$ cat src/rtl/evt_stamp.sv
module evt_stamp #(
  parameter int TIME_W = 48,
  parameter int CNT_W = 4,
  parameter int OTHER_N = 3,
  parameter bit IDLE_LVL = 1'b1
) (
  input  logic               clk,
  input  logic               rst_n,
  input  logic               tick,
  input  logic               evt_pin,
  input  logic [TIME_W-1:0]  time_now,
  input  logic               cfg_wr,
  input  logic               cfg_rise,
  input  logic               cfg_arm,
  input  logic               cfg_repeat,
  input  logic               cfg_irq_en,
  input  logic               cfg_pullup,
  input  logic [1:0]         cfg_filt,
  input  logic               flag_clr,
  input  logic [OTHER_N-1:0] other_req,
  output logic [TIME_W-1:0]  cap_time,
  output logic               arm,
  output logic               evt_flag,
  output logic               pin_mon,
  output logic               pullup_en,
  output logic               int_pull_low
);

  logic             rise_q, repeat_q, irq_en_q;
  logic [1:0]       filt_q;
  logic [1:0]       sync_q;
  logic             lvl_q, lvl_d;
  logic [CNT_W-1:0] cnt_q;
  logic [CNT_W-1:0] need;
  logic             edge_seen, qual;

  assign need      = (filt_q == 2'd0) ? '0 : (CNT_W'(1) << filt_q);
  assign edge_seen = (lvl_q != lvl_d) && (lvl_q == rise_q);
  assign qual      = edge_seen && arm;

  always_ff @(posedge clk or negedge rst_n) begin
    if (!rst_n) begin
      rise_q    <= 1'b0;
      repeat_q  <= 1'b0;
      irq_en_q  <= 1'b0;
      filt_q    <= 2'd0;
      pullup_en <= 1'b0;
    end else if (cfg_wr) begin
      rise_q    <= cfg_rise;
      repeat_q  <= cfg_repeat;
      irq_en_q  <= cfg_irq_en;
      filt_q    <= cfg_filt;
      pullup_en <= cfg_pullup;
    end
  end

  always_ff @(posedge clk or negedge rst_n) begin
    if (!rst_n) begin
      sync_q <= {2{IDLE_LVL}};
      lvl_q  <= IDLE_LVL;
      lvl_d  <= IDLE_LVL;
      cnt_q  <= '0;
    end else begin
      sync_q <= {sync_q[0], evt_pin};
      lvl_d  <= lvl_q;
      if (sync_q[1] == lvl_q) begin
        cnt_q <= '0;
      end else if (filt_q == 2'd0) begin
        lvl_q <= sync_q[1];
        cnt_q <= '0;
      end else if (tick) begin
        if (cnt_q + CNT_W'(1) == need) begin
          lvl_q <= sync_q[1];
          cnt_q <= '0;
        end else begin
          cnt_q <= cnt_q + CNT_W'(1);
        end
      end
    end
  end

  always_ff @(posedge clk or negedge rst_n) begin
    if (!rst_n) begin
      arm      <= 1'b0;
      evt_flag <= 1'b0;
      cap_time <= '0;
    end else begin
      if (cfg_wr)                 arm <= cfg_arm;
      else if (qual && !repeat_q) arm <= 1'b0;
      if (qual)          evt_flag <= 1'b1;
      else if (flag_clr) evt_flag <= 1'b0;
      if (qual) cap_time <= time_now;
    end
  end

  assign pin_mon      = lvl_q;
  assign int_pull_low = (evt_flag && irq_en_q) || (|other_req);

  a_r2_single_disarm: assert property (@(posedge clk) disable iff (!rst_n)
    (qual && !repeat_q && !cfg_wr) |=> !arm);
  a_r3_capture_value: assert property (@(posedge clk) disable iff (!rst_n)
    qual |=> (cap_time == $past(time_now)));
  a_r4_flag_hold: assert property (@(posedge clk) disable iff (!rst_n)
    (evt_flag && !flag_clr) |=> evt_flag);
  a_r5_int_held: assert property (@(posedge clk) disable iff (!rst_n)
    (evt_flag && irq_en_q) |-> int_pull_low);
  a_r6_clear_now: assert property (@(posedge clk) disable iff (!rst_n)
    (flag_clr && !qual) |=> !evt_flag);
  a_r8_or_sources: assert property (@(posedge clk) disable iff (!rst_n)
    (|other_req) |-> int_pull_low);
  a_r10_tick_only: assert property (@(posedge clk) disable iff (!rst_n)
    (filt_q != 2'd0 && !tick) |=> $stable(pin_mon));
  a_r11_disarmed_keep: assert property (@(posedge clk) disable iff (!rst_n)
    !arm |=> $stable(cap_time));

endmodule

$ cat config.mk
export PLATFORM = sky130hd
export DESIGN_NAME = evt_stamp
export DESIGN_NICKNAME = d
export VERILOG_FILES = /design/src/rtl/evt_stamp.sv
export SDC_FILE = /design/constraint.sdc
export NUM_CORES = 1
export LEC_CHECK = 0
export BUFFER_PORTS_ARGS = -buffer_cell sky130_fd_sc_hd__buf_2
export CAP_MARGIN = 20
export CORE_UTILIZATION = 40
export CTS_CLUSTER_SIZE = 25
export DETAILED_ROUTE_END_ITERATION = 6
export PLACE_DENSITY = 0.8
export SLEW_MARGIN = 10
export SYNTH_ARGS = -nofsm -noshare
export SYNTH_HDL_FRONTEND = slang
export SYNTH_SLANG_ARGS = --single-unit
$ cat constraint.sdc
create_clock -name clk -period 2.45 [get_ports clk]
set_clock_uncertainty 0.2 [all_clocks]
set_input_delay 0.245 -clock clk [delete_from_list [all_inputs] [get_ports clk]]
set_output_delay 0.245 -clock clk [all_outputs]
set_load 0.05 [all_outputs]
Word level (Yosys, flattened, before mapping)
Cells that the tools add are included.
W data, S select, Z words.
Operators by class
  add/subtract/negate cells: 1
  $mul: 0
  divide/modulo/power cells: 0
  magnitude comparators: 0
  eq/ne operators: 4
  shift operators: 1
  multiplexer cells: 12
  bitwise logic cells: 1
  reduce and logical (&&, ||, !) cells: 14
Operator list (number)
  $mux W4: 5
  $reduce_bool A2 Y1: 4
  $mux W1: 7
  $add A4 B1 Y4 const B: 1
  $eq A4 B4 Y1: 1
  $logic_and A1 B1 Y1: 4
  $shl A1 B2 Y4 const A: 1
  $reduce_and A3 Y1: 1
  $reduce_bool A3 Y1: 1
  $reduce_or A3 Y1: 1
  $eq A1 B1 Y1: 2
  $logic_not A2 Y1: 1
  $logic_not A1 Y1: 1
  $logic_or A1 B1 Y1: 1
  $ne A1 B1 Y1: 1
  $not A1 Y1: 1
Storage, ports and cells
  register bits after elaboration: 64
  bits in latches: 0
  bits in writable memories: 0
  memory bits (read-only): 0
  input port bits: 64
  output and inout bits: 53
  memories: 0

Longest topological paths before layout
Gate-level depths: netlist (run 1).
  word-level depth: 7
  gate-level depth with buffers: 6
  gate-level depth less buffers: 6

Worst setup path after synthesis (run 1)
Ideal clock, no wire load.
  path type: register to register
  from: register lvl_q, in the netlist pin_mon
  to: register cap_time[11]
  data arrival time: 1706 ps
  setup slack: 419 ps
  cell stages (with the launch flop): 6
  clock period less this slack: 2031 ps
  cells stage by stage: dfstp_2 > nor3b_1 > o21ai_1 > buf_4 > buf_4 > mux2_2
On the way
  cells in the longest elaborated chain, start to end: 3
RTL lines
  start, declared: line 32  | logic lvl_q, lvl_d;
  start signal, assigned: line 69  | lvl_q <= sync_q[1];
  start signal, assigned: line 73  | lvl_q <= sync_q[1];
  $ne A1 B1 Y1 / $eq A1 B1 Y1 (equally long branches): line 38  | assign edge_seen = (lvl_q != lvl_d) && (lvl_q == rise_q);
  $logic_and A1 B1 Y1 *: line 38
  $logic_and A1 B1 Y1 *: line 39  | assign qual = edge_seen && arm;
  end signal, assigned: line 92  | if (qual) cap_time <= time_now;
  end, declared: line 21  | output logic [TIME_W-1:0] cap_time,
Mark *: on every way between the ends. The rest lies on a longest branch, timed or not.
A chain may end at the register's enable or synchronous reset.

Worst setup path in the final report (run 1)
  from: register cnt_q[0]
  to: register lvl_q, in the netlist pin_mon
On the way
  cells in the longest elaborated chain, start to end: 4
RTL lines
  start, declared: line 33  | logic [CNT_W-1:0] cnt_q;
  start signal, assigned: line 76  | cnt_q <= cnt_q + CNT_W'(1);
  $add A4 B1 Y4: line 72  | if (cnt_q + CNT_W'(1) == need) begin
  $eq A4 B4 Y1: line 72
  $reduce_bool A2 Y1 (no line)
  $reduce_and A3 Y1 (no line)
Every way passes these cells.

==> metrics.md, run 1 <==
| Metric | Value |
|---|---|
| Crit Path Class | `flop to flop` |
| Final Hold Slack | `44.5 ps` |
| Num CTS Buffers | `9` |
| Post-Syn Instances | `176` |
| Num rows | `29` |
| Cell leakage power | `1.91 nW` |
| Ys Warns | `0` |
| Cell Pwr Density | `1330 nW/µm²` |
| Total grt overflow | `0` |
| Vias in the first global route | `2011` |
| First-pass GRT wire length | `9380 µm` |
| Final Max Tran Viols | `0` |
| Vias post-DR | `2110` |
| CTS root buf | `clkbuf_8` |
| RSZ-0062 raised after global routing | `false` |
| Fraction of layout cells with a size suffix above 1 | `54.7%` |
| Reg2reg setup slack | `260 ps` |
| Mean Syn Cell Area | `14.8 µm²` |
| Clock tree buffer depth | `2` |
| Setup TNS | `0 ps` |
| Minimum clock period | `2190 ps` |
| Crit. End Element | `flop` |
| Count of hold-fix buffers inserted at cts | `58` |
| Core Box Area | `6310 µm²` |
| I/O pin total | `117` |
| Commonest non-fill, non-tap cell in the layout | `buf_2` |
| Synthesized flop and latch total | `64` |
| CP Data Required Time | `2510 ps` |
| Die area | `6830 µm²` |
| Worst slew margin | `65.9%` |
| Worst Max-Slew Pin Slew | `506 ps` |
| Max H-tree Level | `3` |
| DR DRC count | `0` |
| Routed WL | `6360 µm` |
| CP startpoint kind | `flop` |
| Starting Density | `41.2%` |
| CTS tree | `built` |
| Final #Nets | `422` |
| Crit-path max FO | `7` |
| Chip width | `82.6 µm` |
| Critical R2R Capture | `pin_mon` |
| Global route hottest layer | `met2` |
| Top FF cell, synth | `dfrtp_1` |
| Setup ws final | `257 ps` |
| Routed len/inst | `14.5 µm` |
| Syn nets | `241` |
| Max-Cap Viols | `0` |
| Overall power | `5.42 mW` |
| Pre-CTS setup slack | `273 ps` |
| Status | `complete, no violations` |
| DR vias/cell | `4.81` |
| Post-synth EDFFs | `0` |
| Pin count of the biggest net entering global routing | `35` |
| R2r worst-path depth | `6` |
| Worst ir drop on vdd | `1.12 mV` |
| Worst EP arrival | `2250 ps` |
| Clk_lat worst skew | `330 ps` |
| GRT Overall Usage | `19.1%` |
| Yosys cell types | `37` |
| DRT antenna net count | `0` |
| FMAX | `456 MHz` |
| Clock transition at path regs | `70 ps` |
| Area Overhead vs Synth | `56.9%` |
| Met2 Use GR | `33.1%` |
| Ant. Diodes | `0` |
| Synth async-reset ratio | `100%` |
| WHS Path Cells | `3` |
| Final hold violations | `0` |
| Netlist Area Pre-Place | `2600 µm²` |
| Fillers | `463` |
| Grt met1 use | `21.1%` |
| TritonRoute pass-1 iters | `6` |
| Initial drt markers | `60` |
| Commonest cells after routing, fill and taps aside | `116 x buf_2, 60 x dfrtp_1, 58 x dlygate4sd3_1` |
| DP HPWL | `3830 µm` |
| Final Setup Violations | `0` |
| Reg2reg start | `cnt_q[0]` |
| Met3 Use GR | `6.81%` |
| Hold Crit Class | `primary input to flop` |
| Hold wc startpoint | `cfg_wr` |
| CTS resizes | `0` |
| Hold EP | `arm` |
| Antenna violations before repair | `0` |
| Sequential area share after synthesis | `61.8%` |
| Final Cycle Share | `89.5%` |
| Setup bufs post-CTS | `0` |
| DIE HEIGHT | `82.6 µm` |
| IO buf count | `116` |
| GPL Wtd Cong | `0.820` |
| Num Clock Sinks | `64` |
-- final cells by class --
| type | count | area, µm² | share of cell area (%) |
|---|---|---|---|
| Sequential cell | 64 | 1610 | 39.4 |
| Timing Repair Buffer | 178 | 1220 | 29.8 |
| Multi-Input combinational cell | 103 | 958 | 23.5 |
| Clock buffer | 13 | 159 | 3.89 |
| Tap cell | 77 | 96.3 | 2.36 |
| Clock inverter | 3 | 40.0 | 0.981 |
| Inverter | 1 | 3.75 | 0.0920 |
-- worst max-delay path, stage by stage (launching register included) --
cell,delay (ps)
dfrtp_1,460
ha_1,320
xnor2_1,280
a31o_1,180
mux2i_1,70
o32ai_2,280
mux2_4,320
-- metal layers --
| metal | wire length [µm] | vias up |
|---|---|---|
| li1 | - | 985 |
| met4 | 89 | 0 |
| met5 | 0 | - |
| met3 | 441 | 12 |
| met1 | 2480 | 1021 |
| met2 | 3350 | 92 |
-- through the flow --
step	instances	util, %	cell area, µm²
detailed placement	365	52.3	3300
finish	439	64.6	4080
global route	439	64.6	4080
floorplan	176	-	2600
CTS	439	64.6	4080
global placement	365	52.3	3300
-- cell families after synthesis --
kind of cell / synth area share [%]
compound gates: 5.05
fa+ha+maj: 0.481
flops: 61.8
simple gates: 4.91
buf+inv: 1.78
xor+xnor: 1.64
mux: 24.4
-- sequential cells by signal, indices dropped and copies added, names as in the netlist --
name / flops
sync_q: 2
evt_flag: 1
pin_mon: 1
repeat_q: 1
arm: 1
cap_time: 48
lvl_d: 1
pullup_en: 1
irq_en_q: 1
cnt_q: 4
filt_q: 2
rise_q: 1
-- cell usage after synthesis, types with 2 or more instances --
master,n,share of area [%]
clkbuf_1,2,0.29
dfstp_2,4,4.0
dfrtp_1,60,58
nand2b_1,2,0.48
nor2_1,6,0.87
xnor2_1,2,0.67
mux2_2,54,23
nand3b_1,2,0.58
buf_4,2,0.58
buf_2,4,0.77
nand2_1,5,0.72
o21ai_0,5,0.96
a21oi_1,4,0.77
-- where the power goes --
part / switching, mW / total [mW] / internal (mW) / leakage (nW)
combinational: 1.97 / 2.77 / 0.799 / 1.06
clock: 0.378 / 0.901 / 0.523 / 0.103
sequential: 0.239 / 1.75 / 1.51 / 0.752
-- worst max-delay path by stage --
stage / slack (ps) / start / depth (start not counted) / end
6_report: 260 / cnt_q[0] / 6 / pin_mon
5_1_grt: 150 / cnt_q[0] / 6 / pin_mon
4_1_cts: 250 / cnt_q[0] / 6 / pin_mon
3_5_place_dp: 270 / cnt_q[0] / 6 / pin_mon
3_3_place_gp: 360 / cnt_q[0] / 6 / pin_mon
2_1_floorplan: 420 / pin_mon / 5 / cap_time[11]
No activity file was read; power rests on OpenSTA's default activity.
==> run 2: changes to the inputs <==
PLACE_DENSITY = 0.82   (was 0.8)
clock period = 1.9 ns   (was 2.45 ns; I/O delays follow)
==> run 2 against run 1 <==
Against the previous run:
- the run now ends with setup timing left
- worst hold slack improved by 120 ps
- clock power rose by 24%
- die area unchanged
- critical path depth stayed put
- routed wire length up 0.28%
- highest routed layer unchanged
==> metrics.md, run 2 (synthesized netlist as in run 1, its figures left out) <==
| Metric | Value |
|---|---|
| Status | `finished, violations left` |
| Final Core Density | `67.5%` |
| Final Cycle Share | `100%` |
| Reg2reg start | `cnt_q[0]` |
| Vias in the first global route | `2134` |
| Final Setup Violations | `1` |
| Setup ws final | `-1.91 ps` |
| Commonest cells after routing, fill and taps aside | `116 x buf_2, 61 x dlygate4sd3_1, 57 x dfrtp_1` |
| Max-Cap Viols | `0` |
| RSZ-0062 raised after global routing | `true` |
| DRT antenna net count | `0` |
| CTS root buf | `clkbuf_8` |
| Setup TNS | `-1.91 ps` |
| First-pass GRT wire length | `9740 µm` |
| Final Max Tran Viols | `0` |
| Max layer used | `met4` |
| Num Clock Sinks | `64` |
| Failing checks | `setup timing` |
| FMAX | `526 MHz` |
| Vias post-DR | `2104` |
| Starting Density | `41.2%` |
| Clk_lat worst skew | `320 ps` |
| DIE HEIGHT | `82.6 µm` |
| Top reg by flops | `cap_time` |
| Antenna violations before repair | `0` |
| Total grt overflow | `0` |
| Max H-tree Level | `3` |
| I/O pin total | `117` |
| R2r worst-path depth | `6` |
| Worst slew margin | `57.6%` |
| DP HPWL | `3780 µm` |
| Worst ir drop on vdd | `1.44 mV` |
| Clock tree buffer depth | `2` |
| Cell leakage power | `2.00 nW` |
| Area Overhead vs Synth | `63.9%` |
| Routed WL | `6380 µm` |
| Met2 WL | `3510 µm` |
| Clock transition at path regs | `70 ps` |
| Crit. End Element | `flop` |
| Largest regs | `cap_time (48), cnt_q (4)` |
| CP Data Required Time | `1950 ps` |
| Minimum clock period | `1900 ps` |
| Crit path from | `cnt_q[0]` |
| Initial drt markers | `36` |
| Number of flip-flops in the largest register | `48` |
| Hold Crit Class | `flop to flop` |
| Pin count of the biggest net entering global routing | `65` |
| Reg2reg setup slack | `-2 ps` |
| TritonRoute pass-1 iters | `5` |
| IO buf count | `116` |
| Commonest non-fill, non-tap cell in the layout | `buf_2` |
| Final #Nets | `430` |
| Worst Max-Slew Pin Slew | `629 ps` |
| DR DRC count | `0` |
| Crit Path Class | `flop to flop` |
| Routed len/inst | `14.3 µm` |
| Total met3 wirelength after detailed routing | `340 µm` |
| Wire length on met1 | `2400 µm` |
| Worst EP arrival | `1960 ps` |
| Final Hold Slack | `160 ps` |
| CP startpoint kind | `flop` |
| Num rows | `29` |
| Chip width | `82.6 µm` |
| Core Box Area | `6310 µm²` |
| Worst setup path end | `pin_mon` |
| Num CTS Buffers | `9` |
| CTS tree | `built` |
| DR vias/cell | `4.71` |
| Cell Pwr Density | `1660 nW/µm²` |
| Ant. Diodes | `0` |
| GPL Wtd Cong | `0.881` |
| Final hold violations | `0` |
| Crit-path max FO | `5` |
| GRT Overall Usage | `19.6%` |
| Fraction of layout cells with a size suffix above 1 | `57.3%` |
| Die area | `6830 µm²` |
| Critical R2R Capture | `pin_mon` |
[run 2: cell types whose count changed in the layout (fill, tap and decap cells not counted), sizes merged]
cell | previous run | this run
clkbuf | 13 | 9
clkinvlp | 0 | 2
clkinv | 2 | 4
buf | 120 | 125
dlygate4sd3 | 58 | 61
[run 2: worst min path at each step]
stage	startpoint	end	slack (ps)	cells past startpoint
floorplan	rst_n	arm	-310	0
global placement	rst_n	cnt_q[2]	20	2
detailed placement	rst_n	cnt_q[2]	30	2
CTS	sync_q[0]	sync_q[1]	160	0
global route	sync_q[0]	sync_q[1]	160	0
finish	sync_q[0]	sync_q[1]	160	0
[run 2: critical path, stage by stage (launching register included)]
cell and delay, ps:
dfrtp_2 430, ha_4 200, xnor2_4 150, a31o_1 170
mux2i_1 70, o32ai_2 280, mux2_4 320
[run 2: layer usage]
metal / global-route usage (%) / vias up
met5: 0 / -
met4: 9.83 / 0
met2: 35.7 / 78
met3: 4.51 / 15
met1: 21.3 / 1001
li1: - / 1010
[run 2: final cells by class]
class / instances / area [µm²]
Fill cell: 456 / 2050
Sequential cell: 64 / 1610
Timing Repair Buffer: 186 / 1300
Multi-Input combinational cell: 103 / 1050
Clock buffer: 9 / 124
Tap cell: 77 / 96.3
Clock inverter: 7 / 72.6
Inverter: 1 / 3.75
[run 2: what timing repair did]
action,CTS,global route
hold buffers,61,0
setup buffers,0,1
pin swaps,1,4
hold endpoints to repair,124,0
endpoints found under the setup margin,1,1
resized for setup,1,7
[run 2: report_power, final]
part | internal [mW] | switching (mW) | total, mW
registers | 1.95 | 0.300 | 2.25
logic | 1.14 | 2.56 | 3.70
clock network | 0.604 | 0.519 | 1.12
[run 2: stage by stage]
step	std cells	setup WS, ps	total power, mW	instance area (µm²)
2_1_floorplan	176	-13.9	4.99	2680
3_3_place_gp	369	29.5	5.76	3410
3_5_place_dp	369	-29.0	5.85	3410
4_1_cts	446	0.137	7.11	4210
5_1_grt	447	-76.8	7.44	4260
6_report	447	-1.91	7.08	4260
